[config.mk]
export PLATFORM = sky130hd
export DESIGN_NAME = phy_mgmt_master
export DESIGN_NICKNAME = d
export VERILOG_FILES = /design/src/rtl/mdio_pkg.sv /design/src/rtl/mdio_cmd_map.sv /design/src/rtl/mdio_frame_engine.sv /design/src/rtl/phy_mgmt_master.sv
export SDC_FILE = /design/constraint.sdc
export NUM_CORES = 1
export LEC_CHECK = 0
export BUFFER_PORTS_ARGS = -buffer_cell sky130_fd_sc_hd__buf_2
export CORE_AREA = 2 2 119 144
export CTS_BUF_LIST = sky130_fd_sc_hd__clkbuf_8
export CTS_CLUSTER_DIAMETER = 150
export DETAILED_ROUTE_END_ITERATION = 7
export DIE_AREA = 0 0 121 146
export SYNTH_ARGS = -nofsm -noshare
export SYNTH_HDL_FRONTEND = slang
export SYNTH_SLANG_ARGS = --single-unit
[constraint.sdc]
create_clock -name clk -period 2.05 [get_ports clk]
set_input_delay 0.41 -clock clk [delete_from_list [all_inputs] [get_ports clk]]
set_output_delay 0.41 -clock clk [all_outputs]
set_load 0.1 [all_outputs]
[src/rtl/mdio_pkg.sv]
package mdio_pkg;

    typedef enum logic [2:0] {
        CMD_RAW_READ   = 3'd0,
        CMD_RAW_WRITE  = 3'd1,
        CMD_PHY_RESET  = 3'd2,
        CMD_LINK_QUERY = 3'd3,
        CMD_LINK_MODE  = 3'd4
    } mgmt_cmd_e;

    // register addresses and bit positions the PHY decodes
    localparam logic [4:0] REG_CONTROL = 5'd0;
    localparam logic [4:0] REG_STATUS  = 5'd1;
    localparam int BIT_SOFT_RESET = 15;
    localparam int BIT_SPEED_100  = 13;
    localparam int BIT_AUTONEG    = 12;
    localparam int BIT_FULL_DUP   = 8;
    localparam int BIT_LINK_OK    = 2;

    typedef struct packed {
        logic        valid;
        logic        is_read;
        logic        settle;
        logic        query;
        logic [4:0]  regad;
        logic [15:0] data;
    } frame_req_t;

endpackage

[src/rtl/mdio_cmd_map.sv]
module mdio_cmd_map
    import mdio_pkg::*;
(
    input  logic [2:0]  cmd,
    input  logic [4:0]  regad,
    input  logic [15:0] wdata,
    input  logic [2:0]  mode,
    output frame_req_t  req
);
    logic [15:0] mode_word;

    always_comb begin
        mode_word = '0;
        case (mode)
            3'd1: mode_word = '0;
            3'd2: mode_word[BIT_FULL_DUP] = 1'b1;
            3'd3: mode_word[BIT_SPEED_100] = 1'b1;
            3'd4: begin
                mode_word[BIT_SPEED_100] = 1'b1;
                mode_word[BIT_FULL_DUP]  = 1'b1;
            end
            default: mode_word[BIT_AUTONEG] = 1'b1;
        endcase
    end

    always_comb begin
        req = '0;
        case (cmd)
            CMD_RAW_READ: begin
                req.valid = 1'b1; req.is_read = 1'b1; req.regad = regad;
            end
            CMD_RAW_WRITE: begin
                req.valid = 1'b1; req.regad = regad; req.data = wdata;
            end
            CMD_PHY_RESET: begin
                req.valid = 1'b1; req.settle = 1'b1; req.regad = REG_CONTROL;
                req.data[BIT_SOFT_RESET] = 1'b1;
            end
            CMD_LINK_QUERY: begin
                req.valid = 1'b1; req.is_read = 1'b1; req.query = 1'b1;
                req.regad = REG_STATUS;
            end
            CMD_LINK_MODE: begin
                req.valid = 1'b1; req.regad = REG_CONTROL; req.data = mode_word;
            end
            default: req = '0;
        endcase
    end
endmodule

[src/rtl/mdio_frame_engine.sv]
module mdio_frame_engine #(
    parameter int         CLK_HALF = 40,
    parameter logic [4:0] PHY_ADDR = 5'h07
) (
    input  logic        clk,
    input  logic        rst_n,
    input  logic        start,
    input  logic        is_read,
    input  logic [4:0]  regad,
    input  logic [15:0] wdata,
    input  logic        mdio_i,
    output logic        mdc,
    output logic        mdio_o,
    output logic        mdio_oe,
    output logic        frame_done,
    output logic [15:0] rx_data
);
    localparam int CW = $clog2(CLK_HALF + 1);
    localparam logic [CW-1:0] HALF_LAST = CW'(CLK_HALF - 1);
    localparam logic [6:0] TA_BIT     = 7'd46;
    localparam logic [6:0] DATA_FIRST = 7'd47;
    localparam logic [6:0] DATA_LAST  = 7'd62;
    localparam logic [6:0] RD_END     = 7'd63;
    localparam logic [6:0] WR_END     = 7'd64;

    typedef struct packed {
        logic          active;
        logic          clk_lvl;
        logic          rd;
        logic          fdone;
        logic [CW-1:0] cnt;
        logic [6:0]    bitn;
        logic [63:0]   sh;
        logic [15:0]   rx;
    } eng_t;

    eng_t q, d;
    logic in_read_window;

    assign in_read_window = q.rd && (q.bitn >= TA_BIT) && (q.bitn <= DATA_LAST);

    always_comb begin
        d = q;
        d.fdone = 1'b0;
        if (!q.active) begin
            if (start) begin
                d.active  = 1'b1;
                d.clk_lvl = 1'b0;
                d.cnt     = '0;
                d.bitn    = '0;
                d.rd      = is_read;
                d.sh      = {32'hFFFF_FFFF, (is_read ? 4'b0110 : 4'b0101), PHY_ADDR, regad,
                             (is_read ? 18'h3FFFF : {2'b10, wdata})};
            end
        end else if (q.cnt == HALF_LAST) begin
            d.cnt     = '0;
            d.clk_lvl = ~q.clk_lvl;
            if (q.clk_lvl) begin
                if (q.rd && q.bitn >= DATA_FIRST && q.bitn <= DATA_LAST)
                    d.rx = {q.rx[14:0], mdio_i};
                if (q.bitn == (q.rd ? RD_END : WR_END)) begin
                    d.active = 1'b0;
                    d.fdone  = 1'b1;
                end else begin
                    d.bitn = q.bitn + 7'd1;
                    d.sh   = {q.sh[62:0], 1'b1};
                end
            end
        end else begin
            d.cnt = q.cnt + CW'(1);
        end
    end

    always_ff @(posedge clk) begin
        if (!rst_n) begin
            q <= '{active: 1'b0, clk_lvl: 1'b0, rd: 1'b0, fdone: 1'b0,
                   cnt: '0, bitn: '0, sh: '1, rx: '0};
        end else begin
            q <= d;
        end
    end

    assign mdc        = q.clk_lvl;
    assign mdio_o     = q.sh[63];
    assign mdio_oe    = q.active && !in_read_window;
    assign frame_done = q.fdone;
    assign rx_data    = q.rx;
endmodule

[src/rtl/phy_mgmt_master.sv]
module phy_mgmt_master
    import mdio_pkg::*;
#(
    parameter int         CLK_HALF      = 40,
    parameter logic [4:0] PHY_ADDR      = 5'h07,
    parameter int         SETTLE_CYCLES = 4000000
) (
    input  logic        clk,
    input  logic        rst_n,
    input  logic        req_valid,
    input  logic [2:0]  req_cmd,
    input  logic [4:0]  req_reg,
    input  logic [15:0] req_wdata,
    input  logic [2:0]  req_mode,
    output logic        busy,
    output logic        done,
    output logic [15:0] rd_data,
    output logic        link_up,
    output logic        mdc,
    output logic        mdio_o,
    output logic        mdio_oe,
    input  logic        mdio_i
);
    localparam int SW = $clog2(SETTLE_CYCLES + 1);
    localparam logic [SW-1:0] SETTLE_LAST = SW'(SETTLE_CYCLES - 1);

    typedef enum logic [1:0] {ST_IDLE, ST_FRAME, ST_SETTLE} seq_state_e;

    typedef struct packed {
        seq_state_e  st;
        logic        want_settle;
        logic        was_read;
        logic        was_query;
        logic        done;
        logic        link;
        logic [15:0] rdat;
        logic [SW-1:0] wait_cnt;
    } seq_t;

    seq_t q, d;
    frame_req_t fr;
    logic start;
    logic eng_done;
    logic [15:0] eng_rx;

    mdio_cmd_map u_map (
        .cmd(req_cmd), .regad(req_reg), .wdata(req_wdata), .mode(req_mode), .req(fr)
    );

    mdio_frame_engine #(.CLK_HALF(CLK_HALF), .PHY_ADDR(PHY_ADDR)) u_eng (
        .clk(clk), .rst_n(rst_n), .start(start), .is_read(fr.is_read),
        .regad(fr.regad), .wdata(fr.data), .mdio_i(mdio_i), .mdc(mdc),
        .mdio_o(mdio_o), .mdio_oe(mdio_oe), .frame_done(eng_done), .rx_data(eng_rx)
    );

    always_comb begin
        d = q;
        d.done = 1'b0;
        start = 1'b0;
        case (q.st)
            ST_IDLE: begin
                if (req_valid && fr.valid) begin
                    start         = 1'b1;
                    d.st          = ST_FRAME;
                    d.want_settle = fr.settle;
                    d.was_read    = fr.is_read;
                    d.was_query   = fr.query;
                end
            end
            ST_FRAME: begin
                if (eng_done) begin
                    if (q.was_read)  d.rdat = eng_rx;
                    if (q.was_query) d.link = eng_rx[BIT_LINK_OK];
                    if (q.want_settle) begin
                        d.st       = ST_SETTLE;
                        d.wait_cnt = '0;
                    end else begin
                        d.st   = ST_IDLE;
                        d.done = 1'b1;
                    end
                end
            end
            ST_SETTLE: begin
                if (q.wait_cnt == SETTLE_LAST) begin
                    d.st   = ST_IDLE;
                    d.done = 1'b1;
                end else begin
                    d.wait_cnt = q.wait_cnt + SW'(1);
                end
            end
            default: d.st = ST_IDLE;
        endcase
    end

    always_ff @(posedge clk) begin
        if (!rst_n) begin
            q <= '{st: ST_IDLE, want_settle: 1'b0, was_read: 1'b0, was_query: 1'b0,
                   done: 1'b0, link: 1'b0, rdat: '0, wait_cnt: '0};
        end else begin
            q <= d;
        end
    end

    assign busy    = (q.st != ST_IDLE);
    assign done    = q.done;
    assign rd_data = q.rdat;
    assign link_up = q.link;
endmodule

==> results of run 1 <==
## power by group
group,internal (mW),switching (mW)
registers,2.81,0.0328
logic,0.168,0.267
clock network,1.51,1.17
## flip-flops by register name (all words and copies together) (netlist names)
signal / flops
u_eng.mdio_o: 1
link_up: 1
done: 1
u_eng.mdc: 1
q: 27
u_eng.rx_data: 16
u_eng.q: 78
u_eng.frame_done: 1
rd_data: 16
## worst max-delay path, stage by stage, from the launching register on
cell and delay (ns):
dfxtp_2 0.33, or4_4 0.53, or4_4 0.51, buf_6 0.15, buf_4 0.12, o21ai_2 0.11, xor2_1 0.15, nor2_1 0.05
## stage by stage
stage,TNS [ns],setup WS [ns]
finish,0,0.007269
CTS,-0.003783,-0.003783
global route,-0.4932,-0.1076
floorplan,-0.007845,-0.007845
detailed placement,-0.007351,-0.006102
global placement,-0.008717,-0.005832
## cells in the mapped netlist, drive strengths merged (3+ instances only)
cell,count
inv,12
o21ai,56
and3,8
o22ai,3
o22a,10
nor4,4
nor2,84
nand2,86
xor2,18
a21oi,40
mux2i,4
clkbuf,51
a211oi,5
or3,5
a221oi,4
nand4,10
ha,7
nand2b,4
and2,5
nand3,95
nand3b,4
o211ai,45
a311oi,3
xnor2,5
nor3,18
a31oi,7
buf,28
dfxtp,142
or4,4
## cells by family after synthesis
group	Yosys count	share of synthesized area, %
AOI/OAI and AO/OA	188	19.19
xor gates and xnor gates	23	3.143
adders and majority gates	7	1.367
buffers and inverters	91	6.540
DFF	142	44.36
muxes	4	0.6248
and+or+nand+nor	339	24.78
## layout make-up
type	count	share of cell area, %
inverters	12	0.5777
well taps	212	3.402
repair buffers	119	11.17
flip-flops and latches	142	36.63
multi-input cells	561	42.14
clock buffers	18	3.177
clock inverters	14	2.904
## metal layers
metal	vias up	global-route usage (%)	part of all wire [%]
met5	-	0	0
met4	0	6.977	1.7
met3	17	3.918	2.9
met2	93	28.09	48
met1	2661	21.86	47
li1	2926	-	-
## final timing paths
kind	end	slack [ns]
max	q[4]	0.007
min	u_eng.rx_data[0]	0.21
max reg2reg	q[4]	0.007
min reg2reg	rd_data[13]	0.45
## repair_timing
item	CTS	global route
resized for setup	11	20
setup endpoints to repair	6	49
setup buffers	3	3
cloned	0	1
pin swaps	3	14
==> flow_summary.toml, run 1 <==
[floorplan]
coreArea_um2 = 16140
start_util_pct = 39.70
die_y_um = 146
fp-row-count = 51
ios = 53
dieArea_um2 = 17670
die_x_um = 121

[setup_path]
endpoint_kind = "flip-flop"
cp-startpoint = "q[8]"
startpoint_type = "flip-flop"
rr_worst_depth = 7
cp.required_ns = 2.40
critPathMaxFanout = 6
worst-setup-path-type = "reg2reg"
crit_arrival_ns = 2.39
reg2reg_from = "q[8]"

[run_status]
status = "finished clean"

[sta]
rsz0062_at_grt = "true"
drv_slew = 0
whs_ns = 0.2060
clock_skew_ns = 0.009877
tightestPinTransition_ns = 0.6490
relSlewSlack_pct = 56.28
finalCriticalPeriod_ns = 2.043
finalHoldViolCount = 0
period_share_pct = 99.65
setup_viol = 0
max_freq_mhz = 489.5

[grt]
grt_antenna_before_repair = 0
grt_start_max_net_pins = 49
grtUsageTotal_pct = 17.23
globalRouteOverflowTotal = 0
grt_pass1_wl_mm = 24.97
grt_pass1_vias = 5316

[drt]
routed_wl_mm = 15.19
vias_per_cell = 5.285
route.detailed.drc = 0
ant_nets = 0
vias = 5697
drt_first_pass_iters = 5
drt_iter0_drc = 397
wire_per_inst_um = 14.09

[synth]
synthFlopType = "dfxtp_1"
avgSynthCellArea_um2 = 8.071
synth_area_leaders = "dfxtp_1, nand3_1, nand2_1"
yosys_warnings = 0
synth_cell_types = 53
ys_ff_latch = 142
synth.yosys.seq_area_share_pct = 44.36
synth_nets = 832
synth_top_area_share_pct = 44.36
synth_area_um2 = 6409
syn-instance-count = 794
yosysTopAreaCell = "dfxtp_1"
synth-edff-count = 0
async_flop_share_pct = 0

[clock_network]
cts_root_buffer = "clkbuf_8"
h-tree-depth = 4
clock_latency_ns = 0.45
clockBufferDepth = 2
cts_tree = "built"
cts.sinks = 142
path_clk_slew_ns = 0.09
cts_made_buffers = 17
ctsHoldBuffers = 0

[worst_hold_path]
min_from = "mdio_i"
hold_class = "in2reg"
worstHoldPathCells = 3

[final_layout]
mostFrequentLayoutCells = "dfxtp_1, nand3_1, nand2_1, nor2_1, buf_4"
multi_input_area_um2 = 3286
fin_nets = 891
stdcell_area_um2 = 7797
finalNonFillerCells = 1078
drive_above_1_share_pct = 22.06
seqCellArea_um2 = 2856
layout_commonest_cell = "dfxtp_1"
nFillCells = 1562
final_util_pct = 48.30
area_delta_synth_final_pct = 21.67
diodes = 0

[power]
vdd_drop_max_v = 0.0004991
p_leak_nw = 2.801
p_total_mw = 5.952
power.density_nw_per_um2 = 763.3

[placement]
place_inst = 1040
post_dp_cell_area_um2 = 7143
hpwl_mm = 9.867
port_buffers = 52
gp_congestion = 0.8214

[flow_run]
max-cap-violations = 0
No activity file was read; power rests on OpenSTA's default activity.
==> inputs of run 2 (changes only) <==
- GPL_ROUTABILITY_DRIVEN: default -> 0
- MAX_ROUTING_LAYER: default -> met4
==> run 2 against run 1 <==
Final area is the same. Die area is the same. First-iteration DRC count shrank 0.76%. Worst hold slack lost 0.012 ns. Sequential power is essentially flat.
==> flow_summary.toml, run 2 (same netlist as run 1, synthesis figures left out) <==
[floorplan]
dieArea_um2 = 17670
start_util_pct = 39.70
fp-row-count = 51
ios = 53
die_x_um = 121
coreArea_um2 = 16140
die_y_um = 146

[clock_network]
ctsHoldBuffers = 0
h-tree-depth = 4
path_clk_slew_ns = 0.09
cts_made_buffers = 17
clock_latency_ns = 0.46
cts_tree = "built"
cts_root_buffer = "clkbuf_8"
cts.sinks = 142
clockBufferDepth = 2

[power]
seqPwrFrac_pct = 47.7
pwr-share-comb_pct = 7.3
vdd_drop_max_v = 0.0004964
p_sw_share_pct = 24.84
power.density_nw_per_um2 = 765.0
clockPowerShare_pct = 45.0
p_switching_mw = 1.482
p_int_mw = 4.484
p_leak_nw = 2.801

[drt]
route.detailed.drc = 0
dr_wl_met2_mm = 7.122
wl_met1_mm = 7.255
drt_iter0_drc = 394
drt_first_pass_iters = 5
route.met3.wl_um = 456
vias_per_cell = 5.302
wire_per_inst_um = 14.10
ant_nets = 0
vias = 5716
routed_wl_mm = 15.21
highest_layer = "met4"

[sta]
max_freq_mhz = 489.2
whs_ns = 0.1943
clock_skew_ns = 0.008956
finalCriticalPeriod_ns = 2.044
relSlewSlack_pct = 56.89
setup_viol = 0
tightestPinTransition_ns = 0.6399
rsz0062_at_grt = "true"
period_share_pct = 99.72
finalHoldViolCount = 0
drv_slew = 0
tns_ns = 0

[setup_path]
reg2reg_from = "q[8]"
crit_arrival_ns = 2.40
cp.required_ns = 2.41
cp-startpoint = "q[8]"
r2r-end = "q[4]"
rr_worst_depth = 7
startpoint_type = "flip-flop"
endpoint = "q[4]"
worst-r2r-setup-slack_ns = 0.006
critPathMaxFanout = 6
worst-setup-path-type = "reg2reg"
endpoint_kind = "flip-flop"

[final_layout]
area_delta_synth_final_pct = 21.67
mostFrequentLayoutCells = "dfxtp_1, nand3_1, nand2_1, nor2_1, buf_4"
diodes = 0
top_regs = "u_eng.q: 78 flops, q: 27 flops"
final_util_pct = 48.30
largest_reg_flops = 78
layout_commonest_cell = "dfxtp_1"
finalNonFillerCells = 1078
fin_nets = 891
top_register = "u_eng.q"
multi_input_area_um2 = 3286
seqCellArea_um2 = 2856
drive_above_1_share_pct = 22.06
nFillCells = 1562

[grt]
globalRouteOverflowTotal = 0
grtUsageTotal_pct = 17.73
grt_antenna_before_repair = 0
grt_pass1_wl_mm = 24.95
grt_start_max_net_pins = 49
grt_pass1_vias = 5307

[run_status]
status = "finished clean"

[worst_hold_path]
hold_class = "in2reg"

[placement]
port_buffers = 52
hpwl_mm = 9.867
place_inst = 1040

[flow_run]
max-cap-violations = 0
[run 2: layout make-up]
type	instances	share of cell area (%)
Clock buffer	18	3.177
Clock inverter	14	2.904
Inverter	12	0.5777
Multi-Input combinational cell	561	42.14
Sequential cell	142	36.63
Tap cell	212	3.402
Timing Repair Buffer	119	11.17
[run 2: timing repair]
item                                    in CTS  in global routing
gates resized for setup                     11                 20
endpoints found under the setup margin       6                 47
cloned                                       0                  1
setup buffers                                3                  3
pin swaps                                    3                 14
[run 2: layer usage]
metal  up-vias  track usage [%]
li1       2925                -
met1      2674            21.90
met4         0            6.977
met3        25            3.918
met2        92            28.01
met5         -                -
[run 2: worst min-delay path by stage]
stage | depth (start not counted) | end | startpoint | slack, ns
after floorplan | 2 | rd_data[15] | u_eng.rx_data[15] | 0.43
after global placement | 2 | rd_data[15] | u_eng.rx_data[15] | 0.44
after detailed placement | 2 | rd_data[15] | u_eng.rx_data[15] | 0.45
after CTS | 3 | u_eng.rx_data[0] | mdio_i | 0.17
after global routing | 3 | u_eng.rx_data[0] | mdio_i | 0.19
final | 3 | u_eng.rx_data[0] | mdio_i | 0.19
[run 2: critical path, cell delays in order, from the launching register on]
cell and delay [ns]:
dfxtp_2 0.33, or4_4 0.53, or4_4 0.51, buf_6 0.15, buf_4 0.12, o21ai_2 0.11
xor2_1 0.15, nor2_1 0.05
[run 2: metrics by stage]
step / power, mW / setup WS, ns / cell area (µm²)
finish: 5.965 / 0.005730 / 7797
global route: 6.182 / -0.1076 / 7797
CTS: 6.031 / -0.003783 / 7656
detailed placement: 3.341 / -0.006102 / 7143
global placement: 3.338 / -0.005832 / 7143
floorplan: 3.187 / -0.007845 / 6459
[run 2: power by group through the flow]
stage                     clock network, mW  logic (mW)  registers (mW)
final                                  2.69       0.435            2.84
after global routing                   2.85       0.479            2.85
after CTS                              2.75       0.436            2.84
after detailed placement                  0       0.433            2.91
after global placement                    0       0.430            2.91
after floorplan                           0       0.287            2.90
==> inputs of run 3 (changes only) <==
- ABC_AREA: default -> 1
- CORE_AREA: 2 2 119 144 -> 2 2 122 148
- DIE_AREA: 0 0 121 146 -> 0 0 124 150
- SETUP_SLACK_MARGIN: default -> 0.4
==> run 3 against run 2 <==
Worst hold slack better by 0.025 ns. Area after synthesis rose by 5.2%. Non-clock buffer count grew 23. Critical path depth decreased by 2. Flip-flop and latch count stayed put. Critical endpoint is now mdio_oe. Die area rose by 5.3%. Maximum frequency down 2.5%. Clock power is 22% lower. The flow now finishes with violations (setup timing).
==> flow_summary.toml, run 3 <==
[setup_path]
worst-r2r-setup-slack_ns = 0.13
critPathTopFamily = "compound AO/OA/AOI/OAI gates"
endpoint_kind = "output pin"
startpoint_type = "flip-flop"
critPathMaxFanout = 8
cp_slowest_stage_delay_ns = 0.38
rr_worst_depth = 13
crit_chain = "ha_4 > o2111ai_2 > nand2_2 > a31oi_4 > buf_12"
path_buf_inv = 1
reg2reg_from = "u_eng.q[87]"
crit_arrival_ns = 1.69
slowest_stage = "dfxtp_2"
cp.required_ns = 1.64
r2r-end = "u_eng.q[27]"
worst-setup-path-type = "reg2out"

[floorplan]
die_x_um = 124
fp-row-count = 53
coreArea_um2 = 17240
die_y_um = 150
dieArea_um2 = 18600
start_util_pct = 39.09
ios = 53

[power]
p_leak_nw = 3.866
vdd_drop_max_v = 0.0005095
power.density_nw_per_um2 = 607.7
p_total_mw = 5.770

[grt]
use_met2_pct = 33.46
grtUsageTotal_pct = 19.47
globalRouteOverflowTotal = 0
grt_pass1_wl_mm = 28.42
gr-usage-met1_pct = 22.58
grt_start_max_net_pins = 108
grt_antenna_before_repair = 0
grt_use_met3_pct = 4.078
grt_pass1_vias = 6152
top_usage_layer = "met2"

[sta]
tightestPinTransition_ns = 0.5865
clock_skew_ns = 0.01299
max_freq_mhz = 477.0
relSlewSlack_pct = 60.90
finalCriticalPeriod_ns = 2.096
setup_slack_ns = -0.04632
finalHoldViolCount = 0
drv_slew = 0
setup_viol = 1
period_share_pct = 102.3
rsz0062_at_grt = "true"

[run_status]
violations = "setup timing"
status = "finished, violations left"

[placement]
post_dp_cell_area_um2 = 7282
port_buffers = 52
preCtsSetupSlack_ns = 0.06910
hpwl_mm = 10.13

[drt]
route.detailed.drc = 0
vias = 6695
vias_per_cell = 5.162
drt_iter0_drc = 396
wire_per_inst_um = 14.15
routed_wl_mm = 18.35
drt_first_pass_iters = 5
ant_nets = 0

[synth]
synth-edff-count = 0
async_flop_share_pct = 0
synth_commonest_cells = "nand2_1, nor2_1, dfxtp_1, o21ai_0, nand3_1"
avgSynthCellArea_um2 = 6.942
synth.most_common_cell = "nand2_1"
yosysTopAreaCell = "dfxtp_1"
synth_cell_types = 41
yosys_warnings = 0
synth.yosys.seq_area_share_pct = 42.18
syn-instance-count = 971
ys_ff_latch = 142
synth_top_area_share_pct = 42.18
synthFlopType = "dfxtp_1"
synth_nets = 1009
synth_area_leaders = "dfxtp_1, nand2_1, nor2_1"
synth_area_um2 = 6740

[final_layout]
mostFrequentLayoutCells = "nand2_1, dfxtp_1, nor2_1, inv_1, a21oi_1"
top_regs = "u_eng.q: 78 flops, q: 27 flops"
diodes = 0
nFillCells = 1637
layout_commonest_cell = "nand2_1"
stdcell_area_um2 = 9495
fin_nets = 1103
area_delta_synth_final_pct = 40.88
drive_above_1_share_pct = 32.87
largest_reg_flops = 78
top_register = "u_eng.q"
multi_input_area_um2 = 4134
seqCellArea_um2 = 2870

[clock_network]
clock_latency_ns = 0.45
clockBufferDepth = 2
cts.sinks = 142
h-tree-depth = 4
cts_made_buffers = 17
cts_root_buffer = "clkbuf_8"
path_clk_slew_ns = 0.08
cts_tree = "built"
ctsHoldBuffers = 0

[worst_hold_path]
min_from = "mdio_i"
worstHoldPathCells = 3
hold-path-endpoint = "u_eng.rx_data[0]"
hold_class = "in2reg"

[flow_run]
max-cap-violations = 0
## run 3: cell count changes in the layout (fill, tap and decap cells not counted), moves of 27 or more
cell      change
nand3_2      +27
nand3_1      -51
inv_1        +54
nor2_1       +36
o211ai_1     -42
nor4_1       +32
nand2_1      +83
nand2_4      +32
## run 3: how the worst max path moves through the flow
stage	start	endpoint	cells after the start
CTS	u_eng.q[80]	mdio_oe	6
finish	u_eng.q[81]	mdio_oe	5
floorplan	u_eng.q[80]	mdio_oe	5
global placement	u_eng.q[87]	u_eng.q[82]	11
detailed placement	u_eng.q[87]	u_eng.q[82]	11
global route	u_eng.q[80]	mdio_oe	6
## run 3: routing by layer
metal	routed length (µm)	share of wire [%]	vias up
li1	-	-	3392
met1	7753	42	3145
met2	9707	53	124
met3	522	2.8	34
met4	371	2.0	0
met5	0	0	-
## run 3: area by class of cell
cell class	instances	share of cell area [%]
Clock buffer	18	2.609
Inverter	75	3.518
Multi-Input combinational cell	687	43.54
Clock inverter	13	1.239
Timing Repair Buffer	142	15.97
Sequential cell	142	30.23
Tap cell	220	2.899
## run 3: cell families after synthesis
family          count (synthesis)  synth area share [%]
compound gates                174                 13.57
xor+xnor                        5                0.6497
fa+ha+maj                       7                 1.299
buf+inv                       143                 10.10
flops                         142                 42.18
simple gates                  500                 32.21
## run 3: worst register-to-register path: cells and delay by family, from the launching register on
family | cells | cell delay, ns
buffers and inverters | 4 | 0.59
AND/OR/NAND/NOR | 7 | 0.56
flip-flops | 1 | 0.36
AO/OA/AOI/OAI | 1 | 0.20
adder cells (fa/ha/maj) | 1 | 0.15
## run 3: stage by stage
| step | TNS [ns] | utilization (%) | hold WS [ns] | std cells |
|---|---|---|---|---|
| floorplan | 0 | - | 0.4240 | 971 |
| CTS | -0.06166 | 48.81 | 0.2036 | 1269 |
| detailed placement | 0 | 42.24 | 0.4340 | 1208 |
| finish | -0.04632 | 55.07 | 0.2197 | 1297 |
| global route | -0.1358 | 55.07 | 0.2277 | 1297 |
| global placement | 0 | 42.24 | 0.4331 | 1208 |
## run 3: what timing repair did
| action | 4_1_cts | 5_1_grt |
|---|---|---|
| setup endpoints to repair | 115 | 128 |
| pin swaps | 30 | 95 |
| resized for setup | 136 | 209 |
| setup buffers | 21 | 21 |
| gates cloned | 9 | 7 |
## run 3: report_power, final
part / switching (mW) / internal [mW]
Sequential: 0.0426 / 2.81
Clock: 1.12 / 0.988
Combinational: 0.455 / 0.346
Total: 1.62 / 4.15
